## src/rtl/stg_pkg.sv

```systemverilog
package stg_pkg;
  localparam int DIV_W = 13;
  localparam int PH_W  = 4;
  localparam int SMP_W = 8;
  localparam logic [SMP_W-1:0] MID = SMP_W'(128);

  typedef struct packed {
    logic             mute;
    logic [DIV_W-1:0] div;
  } freq_cfg_t;

  // 16-point sine, mid-scale 128, amplitude 127
  function automatic logic [SMP_W-1:0] sine_pt(input logic [PH_W-1:0] k);
    logic [SMP_W-1:0] v;
    case (k)
      4'd0:  v = 8'd128;
      4'd1:  v = 8'd177;
      4'd2:  v = 8'd218;
      4'd3:  v = 8'd245;
      4'd4:  v = 8'd255;
      4'd5:  v = 8'd245;
      4'd6:  v = 8'd218;
      4'd7:  v = 8'd177;
      4'd8:  v = 8'd128;
      4'd9:  v = 8'd79;
      4'd10: v = 8'd38;
      4'd11: v = 8'd11;
      4'd12: v = 8'd1;
      4'd13: v = 8'd11;
      4'd14: v = 8'd38;
      default: v = 8'd79;
    endcase
    return v;
  endfunction
endpackage

```

## src/rtl/stg_freq_reg.sv

```systemverilog
module stg_freq_reg
  import stg_pkg::*;
(
  input  logic             clk,
  input  logic             rst_n,
  input  logic             wr,
  input  logic             lo,
  input  logic [7:0]       wbyte,
  output freq_cfg_t        cfg,
  output logic             load
);
  localparam int HI_DIV_W = DIV_W - 8;

  logic [7:0] hi_q, hi_d;
  freq_cfg_t  cfg_q, cfg_d;

  assign load = wr & lo;

  always_comb begin
    hi_d  = hi_q;
    cfg_d = cfg_q;
    if (wr && !lo) hi_d = wbyte;
    if (load) begin
      cfg_d.mute = hi_q[7];
      cfg_d.div  = {hi_q[HI_DIV_W-1:0], wbyte};
    end
  end

  always_ff @(posedge clk or negedge rst_n) begin
    if (!rst_n) begin
      hi_q  <= '0;
      cfg_q <= '0;
    end else begin
      hi_q  <= hi_d;
      cfg_q <= cfg_d;
    end
  end

  assign cfg = cfg_q;
endmodule

```

## src/rtl/stg_step_div.sv

```systemverilog
module stg_step_div
  import stg_pkg::*;
(
  input  logic             clk,
  input  logic             rst_n,
  input  logic             run,
  input  logic             load,
  input  logic [DIV_W-1:0] div,
  output logic             strobe,
  output logic [DIV_W-1:0] cnt
);
  localparam logic [DIV_W-1:0] ONE = DIV_W'(1);

  logic [DIV_W-1:0] cnt_q, cnt_d;
  logic             at_end;

  assign at_end = (cnt_q == (div - ONE));
  assign strobe = run & ~load & at_end;

  always_comb begin
    if (!run || load)  cnt_d = '0;
    else if (at_end)   cnt_d = '0;
    else               cnt_d = cnt_q + ONE;
  end

  always_ff @(posedge clk or negedge rst_n) begin
    if (!rst_n) cnt_q <= '0;
    else        cnt_q <= cnt_d;
  end

  assign cnt = cnt_q;
endmodule

```

## src/rtl/stg_wave.sv

```systemverilog
module stg_wave
  import stg_pkg::*;
(
  input  logic             clk,
  input  logic             rst_n,
  input  logic             run,
  input  logic             load,
  input  logic             strobe,
  output logic [PH_W-1:0]  phase,
  output logic [SMP_W-1:0] sample
);
  localparam logic [PH_W-1:0] PH_ONE = PH_W'(1);

  logic [PH_W-1:0] ph_q, ph_d;
  logic            ph_en;

  assign ph_en = strobe | load | ~run;

  always_comb begin
    if (!run || load) ph_d = '0;
    else              ph_d = ph_q + PH_ONE;
  end

  always_ff @(posedge clk or negedge rst_n) begin
    if (!rst_n)     ph_q <= '0;
    else if (ph_en) ph_q <= ph_d;
  end

  assign phase  = ph_q;
  assign sample = run ? sine_pt(ph_q) : MID;
endmodule

```

## src/rtl/sub_tone_gen.sv

```systemverilog
module sub_tone_gen
  import stg_pkg::*;
(
  input  logic             clk,
  input  logic             rst_n,
  input  logic             tx_en,
  input  logic             fast_en,
  input  logic             cfg_wr,
  input  logic             cfg_lo,
  input  logic [7:0]       cfg_byte,
  output logic [SMP_W-1:0] sample,
  output logic             tone_on,
  output logic [DIV_W-1:0] match_div
);
  freq_cfg_t        cfg;
  logic             load;
  logic             run;
  logic             strobe;
  logic [DIV_W-1:0] cnt;
  logic [PH_W-1:0]  phase;

  stg_freq_reg u_freq (
    .clk(clk), .rst_n(rst_n), .wr(cfg_wr), .lo(cfg_lo),
    .wbyte(cfg_byte), .cfg(cfg), .load(load)
  );

  assign run = (tx_en | fast_en) & ~cfg.mute & (cfg.div != '0);

  stg_step_div u_div (
    .clk(clk), .rst_n(rst_n), .run(run), .load(load),
    .div(cfg.div), .strobe(strobe), .cnt(cnt)
  );

  stg_wave u_wave (
    .clk(clk), .rst_n(rst_n), .run(run), .load(load),
    .strobe(strobe), .phase(phase), .sample(sample)
  );

  assign tone_on   = run;
  assign match_div = cfg.div;
endmodule

```

## config.mk

```make
export PLATFORM = sky130hd
export DESIGN_NAME = sub_tone_gen
export DESIGN_NICKNAME = d
export VERILOG_FILES = /design/src/rtl/stg_pkg.sv /design/src/rtl/stg_freq_reg.sv /design/src/rtl/stg_step_div.sv /design/src/rtl/stg_wave.sv /design/src/rtl/sub_tone_gen.sv
export SDC_FILE = /design/constraint.sdc
export NUM_CORES = 1
export LEC_CHECK = 0
export ABC_AREA = 1
export BUFFER_PORTS_ARGS = -buffer_cell sky130_fd_sc_hd__buf_2
export CORE_ASPECT_RATIO = 1.25
export CORE_MARGIN = 2
export CORE_UTILIZATION = 45
export DETAILED_ROUTE_END_ITERATION = 7
export PLACE_DENSITY = 0.65
export SETUP_SLACK_MARGIN = 0.1
export SLEW_MARGIN = 20
export SYNTH_ARGS = -nofsm -noshare
export SYNTH_HDL_FRONTEND = slang
export SYNTH_SLANG_ARGS = --single-unit
```

## constraint.sdc

```tcl
create_clock -name clk -period 3.1 [get_ports clk]
set_input_delay 0.31 -clock clk [delete_from_list [all_inputs] [get_ports clk]]
set_output_delay 0.31 -clock clk [all_outputs]
set_load 0.005 [all_outputs]
```

## Word level (Yosys, flattened, before mapping)

Memory sizes are Yosys's and may differ from the RTL's.
Cells that the tools add are included.

| operators by class | value |
|---|---|
| $add $sub $neg | 3 |
| mux-type cells | 4 |
| bitwise logic cells | 11 |
| reductions and logical operators | 5 |
| equal/unequal tests | 1 |

Operators by type and width:

| kind | number |
|---|---|
| 13-bit 2-to-1 mux | 2 |
| 13-bit by 1-bit adder with 13-bit output, second input constant | 1 |
| 13-bit equality test | 1 |
| 13-bit nonzero test | 1 |
| 13-bit by 1-bit subtractor with 13-bit output, second input constant | 1 |
| 8-bit 2-to-1 mux | 1 |
| 1-bit AND | 5 |
| 4-bit by 1-bit adder with 4-bit output, second input constant | 1 |
| 4-bit 2-to-1 mux | 1 |
| 1-bit inverter | 3 |
| 1-bit bitwise OR | 3 |
| 1-bit zero test | 2 |
| 1-bit logical AND | 1 |
| 1-bit logical OR | 1 |

| word-level totals | value |
|---|---|
| word-level logic and storage cells | 30 |
| output and inout bits | 22 |
| memories kept | 1 |
| bits in registers | 39 |
| bits in read-only memories | 128 |
| input bits | 14 |

Memories:

| name | depth | width | read ports | clocked after memory_dff | wr ports | line | RTL |
|---|---|---|---|---|---|---|---|
| (no name shown) | 16 | 8 | 1 | 0 | 0 | stg_pkg.sv:15 | `case (k)` |

## Logic depth before layout (Yosys ltp)

| depth | value |
|---|---|
| depth after elaboration | 7 |
| gate-level depth with buffers | 14 |
| depth with buffers taken out | 13 |

## Cells and area by module

Synthesis repeated with hierarchy kept, for this count alone.

| second synthesis, totals | value |
|---|---|
| cell total of the unflattened synthesis | 358 |
| area, all modules | 2610.0 sq um |

Modules (own cells, without submodules):

| module | seq. area each (sq um) | instances | area each (sq um) | cells each |
|---|---|---|---|---|
| stg_step_div | 325.3 | 1 | 1292.5 | 188 |
| stg_freq_reg | 500.5 | 1 | 802.0 | 89 |
| stg_wave | 100.1 | 1 | 461.7 | 68 |
| sub_tone_gen | 0.0 | 1 | 53.8 | 13 |

## Worst setup path after synthesis

OpenSTA, ideal clock, no wires.

| timing | value |
|---|---|
| path kind | flip-flop to flip-flop |
| start point | register u_freq.cfg_q, in the netlist u_freq.cfg[0] |
| end point | register u_div.cnt_q[2] (netlist: u_div.cnt[2]) |
| slack | 1.221 ns |
| buffers on the path | 1 |
| required time | 2.979 ns |
| arrival | 1.758 ns |
| stages on the path, launching flop included | 12 |
| library setup time | 0.121 ns |
| clock period less this slack | 1.879 ns |
| cells stage by stage | dfrtp_1 -> inv_1 -> ha_1 -> nand3_4 -> nor2_2 -> xor2_1 -> nand2_1 -> nor2_2 -> nand3_2 -> nand2_4 -> buf_12 -> nor2_2 |

| on the way | value |
|---|---|
| word-level cells in the longest chain between the ends | 5 |
| elaborated cells on any way between the ends | 8 |
| classes of those cells | add/sub (1); eq/ne (1); mux (2); bitwise (1); reduce/logical (3) |

Ends and longest elaborated chain:

| what | line | RTL |
|---|---|---|
| start, declared | stg_freq_reg.sv:15 | `freq_cfg_t cfg_q, cfg_d;` |
| start signal, assigned | stg_freq_reg.sv:35 | `cfg_q <= cfg_d;` |
| parallel branches: the longest is 4 deep, another holds 13-bit by 1-bit subtractor with 13-bit output | - |  |
| 13-bit 2-to-1 mux (*) | stg_step_div.sv:21 | `if (!run \|\| load) cnt_d = '0;` |
| via u_div.cnt_d[2] | stg_step_div.sv:14 | `logic [DIV_W-1:0] cnt_q, cnt_d;` |
| end signal, assigned | stg_step_div.sv:28 | `else cnt_q <= cnt_d;` |
| end, declared | stg_step_div.sv:14 |  |

Mark *: on every way through the listed nets, which the timed path passes.
A chain may end at the register's enable or synchronous reset.

## Worst setup path in the final report

| timing | value |
|---|---|
| start point | register u_freq.cfg_q, in the netlist u_freq.cfg[4] |
| end point | output port sample[7] |

| on the way | value |
|---|---|
| word-level cells in the longest chain between the ends | 3 |

Ends and longest elaborated chain:

| what | line | RTL |
|---|---|---|
| 13-bit nonzero test | sub_tone_gen.sv:27 | `assign run = (tx_en \| fast_en) & ~cfg.mute & (cfg.div != '0);` |
| 1-bit AND | sub_tone_gen.sv:27 |  |
| 8-bit 2-to-1 mux | stg_wave.sv:30 | `assign sample = run ? sine_pt(ph_q) : MID;` |
| end, declared | sub_tone_gen.sv:11 | `output logic [SMP_W-1:0] sample,` |

No other way between the ends.

==> results.yml <==
timing:
  finalCritPeriodShare_pct: 69.3
  hold_viol_final: 0
  post_route_minimum_period_ps: 2150
  setup_tns_ps: 0
  clock-skew-final_ps: 3.24
  fmax_mhz: 466
  grt_setup_unrepaired: "no"
  setup_viol: 0
  slew-limit-headroom_pct: 44.8
  final-max-slew-violation-count: 0
  worstMarginPinSlew_ps: 828
worst_setup_path:
  critical_path.n_buffers_inverters: 2
  critical_path_cell_count: 8
  critical_path.endpoint_type: "output pin"
  timing.critical_path.slowest_cell_delay_ps: 460
  timing.setup.critical_path_class: "reg2out"
  critical-path-top-delay-family: "simple AND/OR/NAND/NOR gates"
  timing.critical_path.slowest_stage_cell: "sky130_fd_sc_hd__dfrtp_1"
  critical_path_fanout_max: 9
  cp_data_arrival_time_ps: 1840
  worst_r2r_startpoint: "u_freq.cfg[0]"
  rr_worst_depth: 10
  r2r_setup_slack_ps: 1050
  path_cells: "nor2_1 -> nand2_1 -> nor2_2 -> nand4_1 -> nand2_2 -> inv_1 -> nand3_1 -> buf_2"
  worstSetupStartpointType: "flip-flop"
  worst-endpoint-required_ps: 2790
  worst_r2r_endpoint: "u_div.cnt[12]"
yosys:
  postSynthRegisterBits: 37
  post_synthesis_area_per_instance_um2: 7.64
  post_synth_xor_area_fraction_pct: 6.24
  seq_area_frac_synth_pct: 36.6
  synth_ff_type: "sky130_fd_sc_hd__dfrtp_1"
  synth_enable_flop_cells: 0
  synthArstFlopShare_pct: 100
  synth_compound_gate_area_share_pct: 6.39
  synth_top_family_by_area: "simple AND/OR/NAND/NOR gates"
  yosysUniqueCellTypes: 30
  post_synth_adder_cell_area_pct: 3.96
  net_count_after_synthesis: 353
  synth_warnings: 0
  synth_simple_gate_area_share_pct: 32.0
  synth.cell_area_um2: 2530
  syn-instance-count: 331
  post_synth_mux_area_share_pct: 3.12
die:
  row_count: 30
  die_area_um2: 6240
  core_area_um2: 5440
  initial_util_pct: 46.4
  fp.dieW_um: 71.0
  floorplan.die.height_um: 87.8
  io_pins: 36
layout:
  layout.core_utilization_pct: 50.8
  design.final.nets: 376
  area_growth_synth_to_finish_pct: 9.46
  count_of_inserted_antenna_diode_cells: 0
  n_fill_cell: 548
  share_of_layout_cells_above_drive_strength_1_pct: 22.3
global_routing:
  grt_pass1_vias: 2041
  grtUsageMet2_pct: 33.1
  grt_first_pass_wirelength_um: 9210
  use_met3_pct: 2.88
  grt_max_degree: 38
  global_route.usage.total_pct: 18.8
  grt_antenna_before_repair: 0
  met1_usage_pct: 22.0
  grt-ovfl-total: 0
  grt_busiest_layer: "met2"
clocking:
  root_buffer: "sky130_fd_sc_hd__clkbuf_8"
  tritoncts: "built"
  post_cts.repair.setup_buffers: 0
  cts.sink_count: 37
  cts-resized-gates: 0
  clkTransAtPathRegs_ps: 80
  htreeDepth: 2
  cts-hold-fix-buffers: 0
  cts_made_buffers: 5
  clock_insertion_delay_worst_skew_ps: 290
  clock_tree_buf_depth: 2
flow_run:
  maxCapViolations: 0
routing:
  antenna_left: 0
  drt-vias-per-instance: 4.88
  dr.first_iter.drc_count: 90
  drt-wirelength-per-cell_um: 12.3
  drt_first_pass_iters: 4
  detailroute.via_count: 2044
  detail_route.wirelength_um: 5170
  drc_viols: 0
worst_hold_path:
  min_path_type: "in2async"
outcome:
  run_status: "finished clean"
placed_design:
  numPortBuffers: 35
  detailed_place_hpwl_um: 4030
  finalWeightedCongestion: 0.924
power:
  vdd_ir_drop_max_uv: 527
  pwr_density_cell_nw_per_um2: 492
  cellLeakagePower_uw: 0.00141
[registers in the layout (all words and copies together) (netlist names)]
name,flops
u_div.cnt,13
u_wave.phase,4
u_freq.hi_q,6
u_freq.cfg,14
[logic make-up after synthesis]
group | count (synthesis)
AOI/OAI and AO/OA | 26
xor gates and xnor gates | 18
adders and majority gates | 8
buffers and inverters | 61
DFF | 37
muxes | 7
and+or+nand+nor | 174
[placed cells by master, fill, tap and decap left out, types with 4 or more instances in the layout]
cell type,count
sky130_fd_sc_hd__dfrtp_1,37
sky130_fd_sc_hd__ha_1,8
sky130_fd_sc_hd__o21ai_0,15
sky130_fd_sc_hd__a211oi_1,4
sky130_fd_sc_hd__mux2_2,7
sky130_fd_sc_hd__nand3_1,21
sky130_fd_sc_hd__xnor2_1,6
sky130_fd_sc_hd__buf_2,35
sky130_fd_sc_hd__nand2_1,86
sky130_fd_sc_hd__inv_1,40
sky130_fd_sc_hd__nor2_1,30
sky130_fd_sc_hd__xor2_1,12
sky130_fd_sc_hd__nand4_1,8
sky130_fd_sc_hd__clkbuf_8,6
sky130_fd_sc_hd__nor2_2,15
[Yosys cell counts, drive strengths merged (4+ instances only)]
master,n,area [um^2]
nand4,8,50.1
clkbuf,5,18.8
xnor2,6,52.6
mux2,7,78.8
xor2,12,105
a211oi,4,30.0
dfrtp,37,926
o21ai,15,75.1
nand2,90,353
inv,42,158
a21oi,5,40.0
buf,14,118
ha,8,100
nor2,48,240
nand3,23,133
[per-stage QoR]
stage / instance area [um^2] / cells / setup WS, ps / hold slack (ps) / total power, uW
detailed placement: 2650 / 411 / 1060 / 452 / 927
floorplan: 2530 / 331 / 1220 / 14.4 / 865
global route: 2770 / 419 / 755 / 177 / 1450
global placement: 2650 / 411 / 1100 / 448 / 919
CTS: 2770 / 419 / 919 / 128 / 1380
finish: 2770 / 419 / 952 / 108 / 1360
[worst max-delay path by stage]
stage                  start       endpoint  slack [ps]
2_1_floorplan  u_freq.cfg[0]   u_div.cnt[2]        1220
3_3_place_gp   u_freq.cfg[1]  u_div.cnt[11]        1100
3_5_place_dp   u_freq.cfg[0]  u_div.cnt[11]        1060
4_1_cts        u_freq.cfg[4]      sample[7]         920
5_1_grt        u_freq.cfg[1]  u_div.cnt[11]         760
6_report       u_freq.cfg[4]      sample[7]         950
[layer usage]
layer	vias up	routed length (um)
li1	1067	-
met1	930	2250
met2	35	2630
met3	12	128
met4	0	164
met5	-	0
[final cells by class]
type / count / area, um^2 / share of cell area [%]
multi-input combinational: 233 / 1310 / 47.3
sequential: 37 / 926 / 33.5
timing repair buffer: 35 / 175 / 6.33
inverter: 42 / 158 / 5.70
clock buffer: 6 / 82.6 / 2.99
tap: 64 / 80.1 / 2.89
clock inverter: 2 / 37.5 / 1.36
[where the power goes]
group          internal, uW  switching, uW  total [uW]
Combinational           127            199         326
Sequential              528           59.9         587
Clock                   262            187         448
Total                   917            445        1360
(Power assumes the default switching activity.)
